File: src/rtl/adc_seq_pkg.sv
package adc_seq_pkg;

    localparam int DATA_W = 12;
    localparam int REG_W  = 16;

    typedef enum logic [1:0] {
        TRIG_OFF  = 2'd0,
        TRIG_SW   = 2'd1,
        TRIG_SCAN = 2'd2,
        TRIG_EXT  = 2'd3
    } trig_mode_e;

    typedef struct packed {
        logic       diff;
        logic       unipolar;
        logic [1:0] gain;
        logic [3:0] chan;
    } list_entry_t;

    localparam logic [1:0] ADR_CTRL1_START = 2'd0;
    localparam logic [1:0] ADR_CTRL2       = 2'd1;
    localparam logic [1:0] ADR_STAT_ICLR   = 2'd2;
    localparam logic [1:0] ADR_LIST_RES    = 2'd3;

    localparam int C1_FALL   = 3;
    localparam int C1_HALFIE = 8;
    localparam int C1_GIE    = 15;
    localparam int C2_LISTEN = 9;
    localparam int C2_RESEN  = 10;

    localparam int ST_BUSY  = 0;
    localparam int ST_LFULL = 1;
    localparam int ST_EMPTY = 2;
    localparam int ST_HALF  = 3;
    localparam int ST_FULL  = 4;
    localparam int ST_HPEND = 8;

    function automatic logic [DATA_W-1:0] to_offset(input logic [DATA_W-1:0] v);
        return {~v[DATA_W-1], v[DATA_W-2:0]};
    endfunction

endpackage

File: src/rtl/res_fifo.sv
module res_fifo #(
    parameter int W     = 12,
    parameter int DEPTH = 16,
    localparam int PTR_W = $clog2(DEPTH),
    localparam int CNT_W = $clog2(DEPTH + 1)
) (
    input  logic             clk,
    input  logic             rst,
    input  logic             clr,
    input  logic             push,
    input  logic [W-1:0]     din,
    input  logic             pop,
    output logic [W-1:0]     dout,
    output logic [CNT_W-1:0] count,
    output logic             full,
    output logic             empty
);
    logic [W-1:0]     mem [DEPTH];
    logic [PTR_W-1:0] wp, rp;
    logic             do_push, do_pop;

    assign full    = (count == CNT_W'(DEPTH));
    assign empty   = (count == '0);
    assign do_push = push && !full;
    assign do_pop  = pop && !empty;
    assign dout    = mem[rp];

    always_ff @(posedge clk) begin
        if (rst || clr) begin
            wp    <= '0;
            rp    <= '0;
            count <= '0;
        end else begin
            if (do_push) begin
                mem[wp] <= din;
                wp      <= (wp == PTR_W'(DEPTH - 1)) ? '0 : wp + 1'b1;
            end
            if (do_pop)
                rp <= (rp == PTR_W'(DEPTH - 1)) ? '0 : rp + 1'b1;
            count <= count + CNT_W'(do_push) - CNT_W'(do_pop);
        end
    end


    no_overflow_chk: assert property (@(posedge clk) disable iff (rst)
        (full && push && !pop && !clr) |=> (count == CNT_W'(DEPTH)));


    no_underflow_chk: assert property (@(posedge clk) disable iff (rst)
        (empty && pop && !push) |=> empty);

endmodule

File: src/rtl/chan_list.sv
module chan_list
    import adc_seq_pkg::*;
#(
    parameter int DEPTH = 16,
    localparam int PTR_W = $clog2(DEPTH),
    localparam int CNT_W = $clog2(DEPTH + 1)
) (
    input  logic             clk,
    input  logic             rst,
    input  logic             clr,
    input  logic             wr,
    input  list_entry_t      wentry,
    input  logic             adv,
    output list_entry_t      cur,
    output logic [CNT_W-1:0] count,
    output logic             full
);
    list_entry_t      mem [DEPTH];
    logic [PTR_W-1:0] idx;

    assign full = (count == CNT_W'(DEPTH));
    assign cur  = mem[idx];

    always_ff @(posedge clk) begin
        if (rst || clr) begin
            count <= '0;
            idx   <= '0;
        end else begin
            if (wr && !full) begin
                mem[count[PTR_W-1:0]] <= wentry;
                count <= count + 1'b1;
            end
            if (adv && count != '0)
                idx <= (CNT_W'(idx) + 1'b1 == count) ? '0 : idx + 1'b1;
        end
    end


    ptr_in_range_chk: assert property (@(posedge clk) disable iff (rst)
        (count != '0) |-> (CNT_W'(idx) < count));

endmodule

File: src/rtl/conv_seq.sv
module conv_seq
    import adc_seq_pkg::*;
#(
    parameter int CNT_W = 5
) (
    input  logic             clk,
    input  logic             rst,
    input  trig_mode_e       mode,
    input  logic             sw_start,
    input  logic             ext_edge,
    input  logic [CNT_W-1:0] list_count,
    input  logic             ack,
    output logic             busy,
    output logic             adv
);
    logic [CNT_W-1:0] left;
    logic             trig;

    always_comb begin
        unique case (mode)
            TRIG_SW:             trig = sw_start;
            TRIG_EXT, TRIG_SCAN: trig = ext_edge;
            default:             trig = 1'b0;
        endcase
    end

    assign adv = busy && ack && mode != TRIG_OFF && list_count != '0;

    always_ff @(posedge clk) begin
        if (rst) begin
            busy <= 1'b0;
            left <= '0;
        end else if (mode == TRIG_OFF || list_count == '0) begin
            busy <= 1'b0;
            left <= '0;
        end else if (!busy) begin
            if (trig) begin
                busy <= 1'b1;
                left <= (mode == TRIG_SCAN) ? list_count : CNT_W'(1);
            end
        end else if (ack) begin
            left <= left - 1'b1;
            if (left <= CNT_W'(1))
                busy <= 1'b0;
        end
    end


    req_hold_chk: assert property (@(posedge clk) disable iff (rst)
        (busy && !ack && mode != TRIG_OFF && list_count != '0) |=> busy);


    off_idle_chk: assert property (@(posedge clk) disable iff (rst)
        (!busy && mode == TRIG_OFF) |=> !busy);

endmodule

File: src/rtl/adc_seq_ctrl.sv
module adc_seq_ctrl
    import adc_seq_pkg::*;
#(
    parameter int LIST_DEPTH = 16,
    parameter int RES_DEPTH  = 16,
    localparam int LCNT_W = $clog2(LIST_DEPTH + 1),
    localparam int RCNT_W = $clog2(RES_DEPTH + 1),
    localparam int HALF   = RES_DEPTH / 2
) (
    input  logic        clk,
    input  logic        rst,
    input  logic [1:0]  bus_addr,
    input  logic        bus_wr,
    input  logic [15:0] bus_wdata,
    input  logic        bus_rd,
    output logic [15:0] bus_rdata,
    input  logic        ext_trig,
    output logic        conv_req,
    output logic [3:0]  conv_chan,
    output logic [1:0]  conv_gain,
    output logic        conv_unipolar,
    output logic        conv_diff,
    input  logic        conv_ack,
    input  logic [11:0] conv_data,
    output logic        irq
);
    logic [REG_W-1:0]  ctrl1, ctrl2;
    logic              ext_q, half_q, hpend;
    logic [DATA_W-1:0] last_res;

    trig_mode_e        mode;
    list_entry_t       cur;
    logic [LCNT_W-1:0] lcount;
    logic              lfull, busy, adv;
    logic [DATA_W-1:0] rdout;
    logic [RCNT_W-1:0] rcount;
    logic              rfull, rempty, rhalf;
    logic              ext_edge, sw_start, list_wr, res_pop, iclr_wr, hset;
    logic [REG_W-1:0]  status;

    assign mode     = trig_mode_e'(ctrl1[1:0]);
    assign ext_edge = ctrl1[C1_FALL] ? (ext_q && !ext_trig) : (!ext_q && ext_trig);
    assign sw_start = bus_rd && bus_addr == ADR_CTRL1_START;
    assign list_wr  = bus_wr && bus_addr == ADR_LIST_RES;
    assign res_pop  = bus_rd && bus_addr == ADR_LIST_RES;
    assign iclr_wr  = bus_wr && bus_addr == ADR_STAT_ICLR;
    assign rhalf    = (rcount >= RCNT_W'(HALF));
    assign hset     = rhalf && !half_q && ctrl1[C1_HALFIE];

    chan_list #(.DEPTH(LIST_DEPTH)) u_list (
        .clk    (clk),
        .rst    (rst),
        .clr    (!ctrl2[C2_LISTEN]),
        .wr     (list_wr),
        .wentry (list_entry_t'(bus_wdata[7:0])),
        .adv    (adv),
        .cur    (cur),
        .count  (lcount),
        .full   (lfull)
    );

    conv_seq #(.CNT_W(LCNT_W)) u_seq (
        .clk        (clk),
        .rst        (rst),
        .mode       (mode),
        .sw_start   (sw_start),
        .ext_edge   (ext_edge),
        .list_count (lcount),
        .ack        (conv_ack),
        .busy       (busy),
        .adv        (adv)
    );

    res_fifo #(.W(DATA_W), .DEPTH(RES_DEPTH)) u_res (
        .clk   (clk),
        .rst   (rst),
        .clr   (!ctrl2[C2_RESEN]),
        .push  (adv),
        .din   (to_offset(conv_data)),
        .pop   (res_pop),
        .dout  (rdout),
        .count (rcount),
        .full  (rfull),
        .empty (rempty)
    );

    assign conv_req      = busy;
    assign conv_chan     = cur.chan;
    assign conv_gain     = cur.gain;
    assign conv_unipolar = cur.unipolar;
    assign conv_diff     = cur.diff;
    assign irq           = hpend && ctrl1[C1_GIE];

    always_comb begin
        status           = '0;
        status[ST_BUSY]  = busy;
        status[ST_LFULL] = lfull;
        status[ST_EMPTY] = rempty;
        status[ST_HALF]  = rhalf;
        status[ST_FULL]  = rfull;
        status[ST_HPEND] = hpend;
    end

    always_ff @(posedge clk) begin
        if (rst) begin
            ctrl1     <= '0;
            ctrl2     <= '0;
            ext_q     <= 1'b0;
            half_q    <= 1'b0;
            hpend     <= 1'b0;
            last_res  <= '0;
            bus_rdata <= '0;
        end else begin
            ext_q  <= ext_trig;
            half_q <= rhalf;
            hpend  <= hset || (hpend && !iclr_wr);
            if (bus_wr && bus_addr == ADR_CTRL1_START) ctrl1 <= bus_wdata;
            if (bus_wr && bus_addr == ADR_CTRL2)       ctrl2 <= bus_wdata;
            if (bus_rd) begin
                unique case (bus_addr)
                    ADR_STAT_ICLR: bus_rdata <= status;
                    ADR_LIST_RES: begin
                        bus_rdata <= rempty ? REG_W'(last_res) : REG_W'(rdout);
                        if (!rempty) last_res <= rdout;
                    end
                    default:       bus_rdata <= '0;
                endcase
            end
        end
    end


    entry_stable_chk: assert property (@(posedge clk) disable iff (rst)
        (conv_req && !conv_ack && ctrl2[C2_LISTEN])
        |=> $stable({conv_diff, conv_unipolar, conv_gain, conv_chan}));


    irq_clear_chk: assert property (@(posedge clk) disable iff (rst)
        (iclr_wr && !hset) |=> !hpend);


    irq_gate_chk: assert property (@(posedge clk) disable iff (rst)
        (!ctrl1[C1_GIE] && !(bus_wr && bus_addr == ADR_CTRL1_START)) |=> !irq);

endmodule

File: config.mk
export PLATFORM = sky130hd
export DESIGN_NAME = adc_seq_ctrl
export DESIGN_NICKNAME = d
export VERILOG_FILES = /design/src/rtl/adc_seq_pkg.sv /design/src/rtl/res_fifo.sv /design/src/rtl/chan_list.sv /design/src/rtl/conv_seq.sv /design/src/rtl/adc_seq_ctrl.sv
export SDC_FILE = /design/constraint.sdc
export NUM_CORES = 1
export LEC_CHECK = 0
export ABC_AREA = 1
export BUFFER_PORTS_ARGS = -buffer_cell sky130_fd_sc_hd__buf_2
export CORE_AREA = 2 2 162 196
export CTS_CLUSTER_DIAMETER = 30
export CTS_CLUSTER_SIZE = 40
export DETAILED_ROUTE_END_ITERATION = 8
export DIE_AREA = 0 0 164 198
export GPL_TIMING_DRIVEN = 0
export HOLD_SLACK_MARGIN = 0.05
export PLACE_DENSITY = 0.73
export SLEW_MARGIN = 10
export SYNTH_ARGS = -nofsm -noshare
export SYNTH_HDL_FRONTEND = slang
export SYNTH_SLANG_ARGS = --single-unit
File: constraint.sdc
create_clock -name clk -period 2.3 [get_ports clk]
set_input_delay 0.46 -clock clk [delete_from_list [all_inputs] [get_ports clk]]
set_output_delay 0.46 -clock clk [all_outputs]
set_load 0.05 [all_outputs]
==> metrics.yaml, run 1 <==
die:
  die_y_um: 198
  dieWidth_um: 164
  io_pins: 62
  row_count: 71
  design.core.area_um2: 30800
  die_area_um2: 32500
  start_util_pct: 52.7
logic_synthesis:
  synth_cell_types: 39
  syn_avg_cell_area_um2: 11.4
  ys_warn_count: 0
  syn_area_um2: 16200
  ys_seq_area_share_pct: 67.8
  synthCells: 1423
  synth_seq_cells: 390
layout:
  drive_gt1_share_pct: 21.0
  finalInstanceArea_um2: 20400
  fin_util_pct: 66.0
  antenna_cells: 0
  fin_nets: 1629
  final_common_cell: "edfxtp_1"
  final_cell_mix: "edfxtp_1, nor2_1, nand2_1"
  area_growth_syn_to_layout_pct: 25.3
  fin_cells: 2028
route:
  drt_wl_total_um: 44100
  viasPerCell: 5.87
  num_vias: 11900
  drc_errors: 0
  drt_first_pass_iters: 5
  wl_per_cell_um: 21.8
  drtIter0Drc: 1406
  ant_nets: 0
clock_tree:
  cts_made_buffers: 61
  cts-root-buf: "clkbuf_16"
  hold_buffers: 0
  tritoncts: "built"
  cts.reportedPaths.clkPinSlew_ps: 50
  insertion_delay_ps: 580
  cts.htree.levels: 2
  cts_buffer_depth: 3
  cts.sinks: 390
placed_design:
  io_buffers: 52
  placed_cell_area_um2: 17200
  dp_hpwl_um: 27400
  place_congestion: 0.850
  dp.cells: 1890
power_and_ir_drop:
  p_leak_nw: 7.40
  swShare_pct: 20.3
  p_seq_share_pct: 42.7
  power.switching_mw: 3.64
  finalPower_mw: 17.9
  pwr-share-comb_pct: 1.3
  p_int_mw: 14.2
  ir_drop_mv: 0.809
  power.share.clock_pct: 55.9
  powerDensity_nw_per_um2: 879
worst_setup_path:
  crit_type: "reg -> out"
  r2r_cells: 15
  reg2reg_to: "u_res.count[4]"
  arrival_ps: 2120
  rrSetupSlack_ps: 40
  worstPathRequired_ps: 1840
  start_kind: "flip-flop"
  cp_max_fo: 7
  r2r_start: "u_res.count[3]"
  worstSetupEndpointType: "primary output"
sta:
  max_slew_margin_pct: 39.3
  rsz0062_at_grt: "true"
  clock_skew_ps: 16.3
  max_freq_mhz: 387
  tightest_slew_ps: 911
  setup_violations: 8
  slew_viol_final: 0
  fin_crit_ps: 2580
  whs_ps: 115
  hold_viol_final: 0
  setup_ws_ps: -283
  min_period_over_period_pct: 112
status:
  status: "complete, but fails checks"
  violations: "setup timing"
grt:
  antenna_found_initial: 0
  grt_use_total_pct: 26.7
  overflow: 0
  first_global_vias: 11900
  grt_pass1_wl_um: 64900
  grt_max_degree: 18
min_path:
  worstHoldStart: "ext_trig"
  hold_class: "in -> reg"
  whs_path_depth: 3
  holdPathEnd: "ext_q"
run:
  cap_violations: 0
kinds of logic (layout without fill, tap and decap cells):
family / after synthesis / after routing / synth area share, %
AND/OR/NAND/NOR: 413 / 413 / 10.4
flip-flops: 390 / 390 / 67.8
AO/OA/AOI/OAI: 342 / 342 / 12.1
buffers and inverters: 218 / 419 / 5.74
multiplexers: 32 / 32 / 1.97
adder cells (fa/ha/maj): 19 / 19 / 1.51
XOR/XNOR: 8 / 8 / 0.431
other: 1 / 4 / 0.0231
synth_stat cells:
| cell type | n | area share [%] |
|---|---|---|
| nand2_2 | 1 | 0.039 |
| nor2_1 | 172 | 4.0 |
| o221ai_1 | 5 | 0.27 |
| clkinv_1 | 1 | 0.023 |
| o41ai_1 | 2 | 0.11 |
| edfxtp_1 | 320 | 59 |
| o22ai_1 | 1 | 0.039 |
| nand3_1 | 86 | 2.6 |
| clkbuf_1 | 28 | 0.65 |
| or2_2 | 2 | 0.077 |
| o21ai_2 | 1 | 0.054 |
| xor2_1 | 4 | 0.22 |
| inv_2 | 4 | 0.092 |
| o21ai_1 | 28 | 0.86 |
| buf_2 | 25 | 0.77 |
| buf_4 | 12 | 0.55 |
| xnor2_1 | 4 | 0.22 |
| a22oi_1 | 1 | 0.046 |
| dfxtp_1 | 70 | 8.6 |
| nand2_1 | 136 | 3.1 |
| o31ai_1 | 2 | 0.092 |
| a21boi_0 | 1 | 0.046 |
| buf_1 | 5 | 0.12 |
| a31oi_1 | 2 | 0.077 |
| conb_1 | 1 | 0.023 |
| o21bai_1 | 4 | 0.18 |
| ha_1 | 18 | 1.4 |
| a211oi_1 | 1 | 0.046 |
| o21ai_0 | 135 | 4.2 |
| buf_6 | 5 | 0.35 |
| mux2i_1 | 32 | 2.0 |
| nor2_2 | 4 | 0.15 |
| fa_1 | 1 | 0.12 |
| nor3_1 | 9 | 0.28 |
| a21oi_1 | 79 | 2.4 |
| nand3b_1 | 1 | 0.046 |
| nand4_1 | 2 | 0.077 |
| inv_1 | 138 | 3.2 |
| o211ai_1 | 80 | 3.7 |
metal layers:
metal | global-route usage [%] | vias up | routed length [µm]
met5 | 0 | - | 0
met4 | 16.1 | 0 | 2550
met3 | 4.78 | 172 | 3480
met2 | 47.5 | 629 | 22800
met1 | 29.6 | 5753 | 15300
li1 | - | 5358 | -
flip-flops by register name, summed over array words and instances, names as in the netlist, named ones only:
name / cells
ctrl1: 5
half_q: 1
u_seq.busy: 1
last_res: 12
u_list.count: 5
ext_q: 1
u_res.rp: 4
ctrl2: 2
u_res.mem: 192
u_seq.left: 5
u_res.wp: 4
u_list.mem: 128
u_list.idx: 4
u_res.count: 5
bus_rdata: 12
hpend: 1
critical path: stages, from the launching register on:
cell and delay, ps:
dfxtp_4 380, buf_12 160, buf_12 130, a21oi_2 150, o21ai_1 90, o211ai_1 110
nand3_1 190, nand2_1 150, buf_6 170
cell type report:
class	instances	area, µm²
flip-flops and latches	390	11000
well taps	401	502
plain buffers	73	488
multi-input cells	818	4710
fillers	2151	10500
repair buffers	87	807
inverters	143	542
clock buffers	64	1590
clock inverters	52	687
power groups by stage:
stage	clock [mW]	combinational, mW	sequential (mW)
6_report	10.0	0.239	7.64
3_5_place_dp	0	0.229	7.79
3_3_place_gp	0	0.222	7.79
2_1_floorplan	0	0.0815	7.81
4_1_cts	10.1	0.233	7.65
5_1_grt	10.4	0.258	7.64
how the worst max path moves through the flow:
stage,cells after the start,slack (ps),endpoint
4_1_cts,8,-300,conv_chan[1]
3_5_place_dp,9,-540,u_res.mem[8][11]
6_report,8,-280,conv_chan[1]
5_1_grt,7,-340,conv_chan[1]
3_3_place_gp,9,-970,u_res.mem[3][7]
2_1_floorplan,14,5,u_res.count[4]
through the flow:
stage	setup slack [ps]	TNS, ps
CTS	-296	-2210
global route	-338	-2540
detailed placement	-541	-84080
floorplan	5.26	0
global placement	-966	-190170
finish	-283	-2020
repair_timing:
item	in CTS	in global routing
cloned	1	3
endpoints found under the setup margin	329	208
pin swaps	21	29
resized for setup	100	78
buffers inserted	13	7
(Power assumes the default switching activity.)
==> run 2, diff against run 1 <==
- CTS_BUF_LIST: not set -> sky130_fd_sc_hd__clkbuf_8
- SLEW_MARGIN: 10 -> 20
==> run 2 against run 1 <==
Against the previous run: utilization shrank 2.7 points; sequential cell count is the same; combinational power is essentially flat; via count shrank 0.84%; final cell count grew 0.15%; hold slack lost 14 ps; non-clock buffer count shrank 3; the flow still finishes with violations (setup timing); die area is the same; register-to-register slack gained 20 ps; clock skew grew 37 ps; worst setup slack lost 38 ps; design area shrank 4.1%; critical endpoint is now conv_diff.
==> metrics.yaml, run 2 (same netlist as run 1, synthesis figures left out) <==
status:
  status: "complete, but fails checks"
  violations: "setup timing"
sta:
  setup_ws_ps: -321  # -38.2 ps
  max_slew_margin_pct: 42.5  # +3.2 points
  clock_skew_ps: 53.1  # +36.8 ps
  setup_violations: 8  # unchanged
  max_freq_mhz: 382  # -1.5%
  tightest_slew_ps: 862  # -48.4 ps
  min_period_over_period_pct: 114  # +1.7 points
  slew_viol_final: 0  # unchanged
  rsz0062_at_grt: "true"
  fin_crit_ps: 2620  # +38.2 ps
  hold_viol_final: 0  # unchanged
route:
  wl_per_cell_um: 21.2  # -2.7%
  ant_nets: 0  # unchanged
  drt_first_pass_iters: 6  # +1
  viasPerCell: 5.82  # -0.99%
  drt_wl_total_um: 43000  # -2.5%
  drc_errors: 0  # unchanged
  num_vias: 11800  # -0.84%
  drtIter0Drc: 1420  # +1.0%
worst_setup_path:
  worstSetupEndpointType: "primary output"
  path_delay_family: "buffers and inverters"
  crit_type: "reg -> out"
  crit_cells: 8  # unchanged
  r2r_start: "u_list.count[0]"
  r2r_cells: 10  # -5
  arrival_ps: 2160  # +40 ps
  path_buf_inv: 3  # unchanged
  cp_max_fo: 10  # +3
  reg2reg_to: "u_res.mem[1][5]"
  worstPathRequired_ps: 1840  # about the same
  rrSetupSlack_ps: 60  # +20 ps
  path_cells: "clkbuf_16 -> buf_8 -> a21oi_1 -> o21ai_0 -> o211ai_1 -> nand3_1 -> nand2_1 -> buf_6"
  cp_slowest_cell: "dfxtp_4"
  max_stage_delay_ps: 390  # about the same
  start_kind: "flip-flop"
clock_tree:
  tritoncts: "built"
  cts.reportedPaths.clkPinSlew_ps: 70  # +20 ps
  cts.sinks: 390  # unchanged
  cts.htree.levels: 3  # +1
  hold_buffers: 0  # unchanged
  cts_buffer_depth: 3  # unchanged
  cts-root-buf: "clkbuf_8"
  insertion_delay_ps: 620  # +40 ps
  cts_made_buffers: 66  # +8.2%
placed_design:
  place_congestion: 0.850  # unchanged
  dp_hpwl_um: 27500  # +0.28%
  io_buffers: 52  # unchanged
  dp.cells: 1890  # unchanged
  place_worst_setup_slack_ps: -559  # -18.6 ps
min_path:
  worstHoldStart: "ext_trig"
  holdPathEnd: "ext_q"
  whs_path_depth: 3  # unchanged
  hold_class: "in -> reg"
layout:
  regMostFlops: "u_res.mem"
  drive_gt1_share_pct: 20.8  # -0.16 points
  fin_cells: 2031  # +0.15%
  final_common_cell: "edfxtp_1"
  final_cell_mix: "edfxtp_1, nor2_1, inv_1"
  area_growth_syn_to_layout_pct: 20.2
  nFillCells: 2265  # +5.3%
  fin_nets: 1631  # +0.12%
  largest_register_ffs: 192  # unchanged
  antenna_cells: 0  # unchanged
  largest_registers: "u_res.mem (192), u_list.mem (128)"
grt:
  antenna_found_initial: 0  # unchanged
  grt_max_degree: 18  # unchanged
  grt_pass1_wl_um: 63500  # -2.2%
  grt_use_total_pct: 26.2  # -0.51 points
  first_global_vias: 11700  # -1.7%
  overflow: 0  # unchanged
run:
  cap_violations: 0  # unchanged
power_and_ir_drop:
  p_leak_nw: 7.02  # -5.2%
  finalPower_mw: 14.7  # -18%
  powerDensity_nw_per_um2: 753  # -14%
  ir_drop_mv: 0.656  # -19%
die:
  io_pins: 62  # unchanged
  dieWidth_um: 164  # unchanged
  die_area_um2: 32500  # unchanged
  design.core.area_um2: 30800  # unchanged
  row_count: 71  # unchanged
  die_y_um: 198  # unchanged
  start_util_pct: 52.7  # unchanged
## run 2: changes by cell type in the layout (fill, tap and decap cells not counted), moves of 4 or more
cell	delta
a21oi_1	-5
a21oi_2	+7
bufinv_16	-5
clkbuf_16	-64
clkbuf_8	+67
clkinvlp_4	+4
inv_1	+9
inv_6	-7
nor2_2	-5
nor2_4	+5
## run 2: stage by stage
stage | TNS [ps] | utilization, % | hold slack (ps) | instance area (µm²)
2_1_floorplan | 0 | - | 385 | 16300
3_3_place_gp | -190170 | 55.3 | 389 | 17000
3_5_place_dp | -90330 | 55.9 | 400 | 17200
4_1_cts | -2610 | 62.3 | 86.9 | 19200
5_1_grt | -2830 | 63.4 | 132 | 19500
6_report | -2340 | 63.4 | 101 | 19500
## run 2: worst max-delay path by stage
stage	start	to	slack, ps
3_5_place_dp	u_list.count[1]	u_res.mem[8][11]	-560
3_3_place_gp	u_list.count[1]	u_res.mem[3][7]	-970
5_1_grt	flip-flop	conv_diff	-370
6_report	flip-flop	conv_diff	-320
4_1_cts	flip-flop	conv_chan[1]	-340
2_1_floorplan	u_seq.busy	u_res.count[4]	5
## run 2: cell type report
class                      instances  area (µm²)  area share [%]
multi-input combinational        818        4740            24.3
sequential                       390       11000            56.5
timing repair buffer              84         754            3.86
clock inverter                    54         537            2.75
tap                              401         502            2.57
clock buffer                      68         936            4.79
inverter                         143         542            2.77
buffer                            73         487            2.49
## run 2: tightest hold or removal path: cells and delay by family
kind	cells	cell delay [ps]
AND/OR/NAND/NOR	1	70
buffers and inverters	2	130
## run 2: metal layers
layer  global-route usage, %  vias up  part of all wire (%)
met4                    16.5        0                   5.9
met2                    45.8      614                    51
met3                    4.63      167                   8.0
met5                       0        -                     0
met1                    29.5     5671                    36
li1                        -     5360                     -
## run 2: power by group
group	total [mW]	internal (mW)	leakage, nW	switching, mW
registers	7.64	7.63	3.45	0.00565
logic	0.236	0.0477	2.84	0.188
clock network	6.83	3.78	0.735	3.05
## run 2: what timing repair did
action	in CTS	in global routing
setup buffers	15	3
gates cloned	1	2
pin swaps	25	28
setup endpoints to repair	332	183
resized for setup	98	85
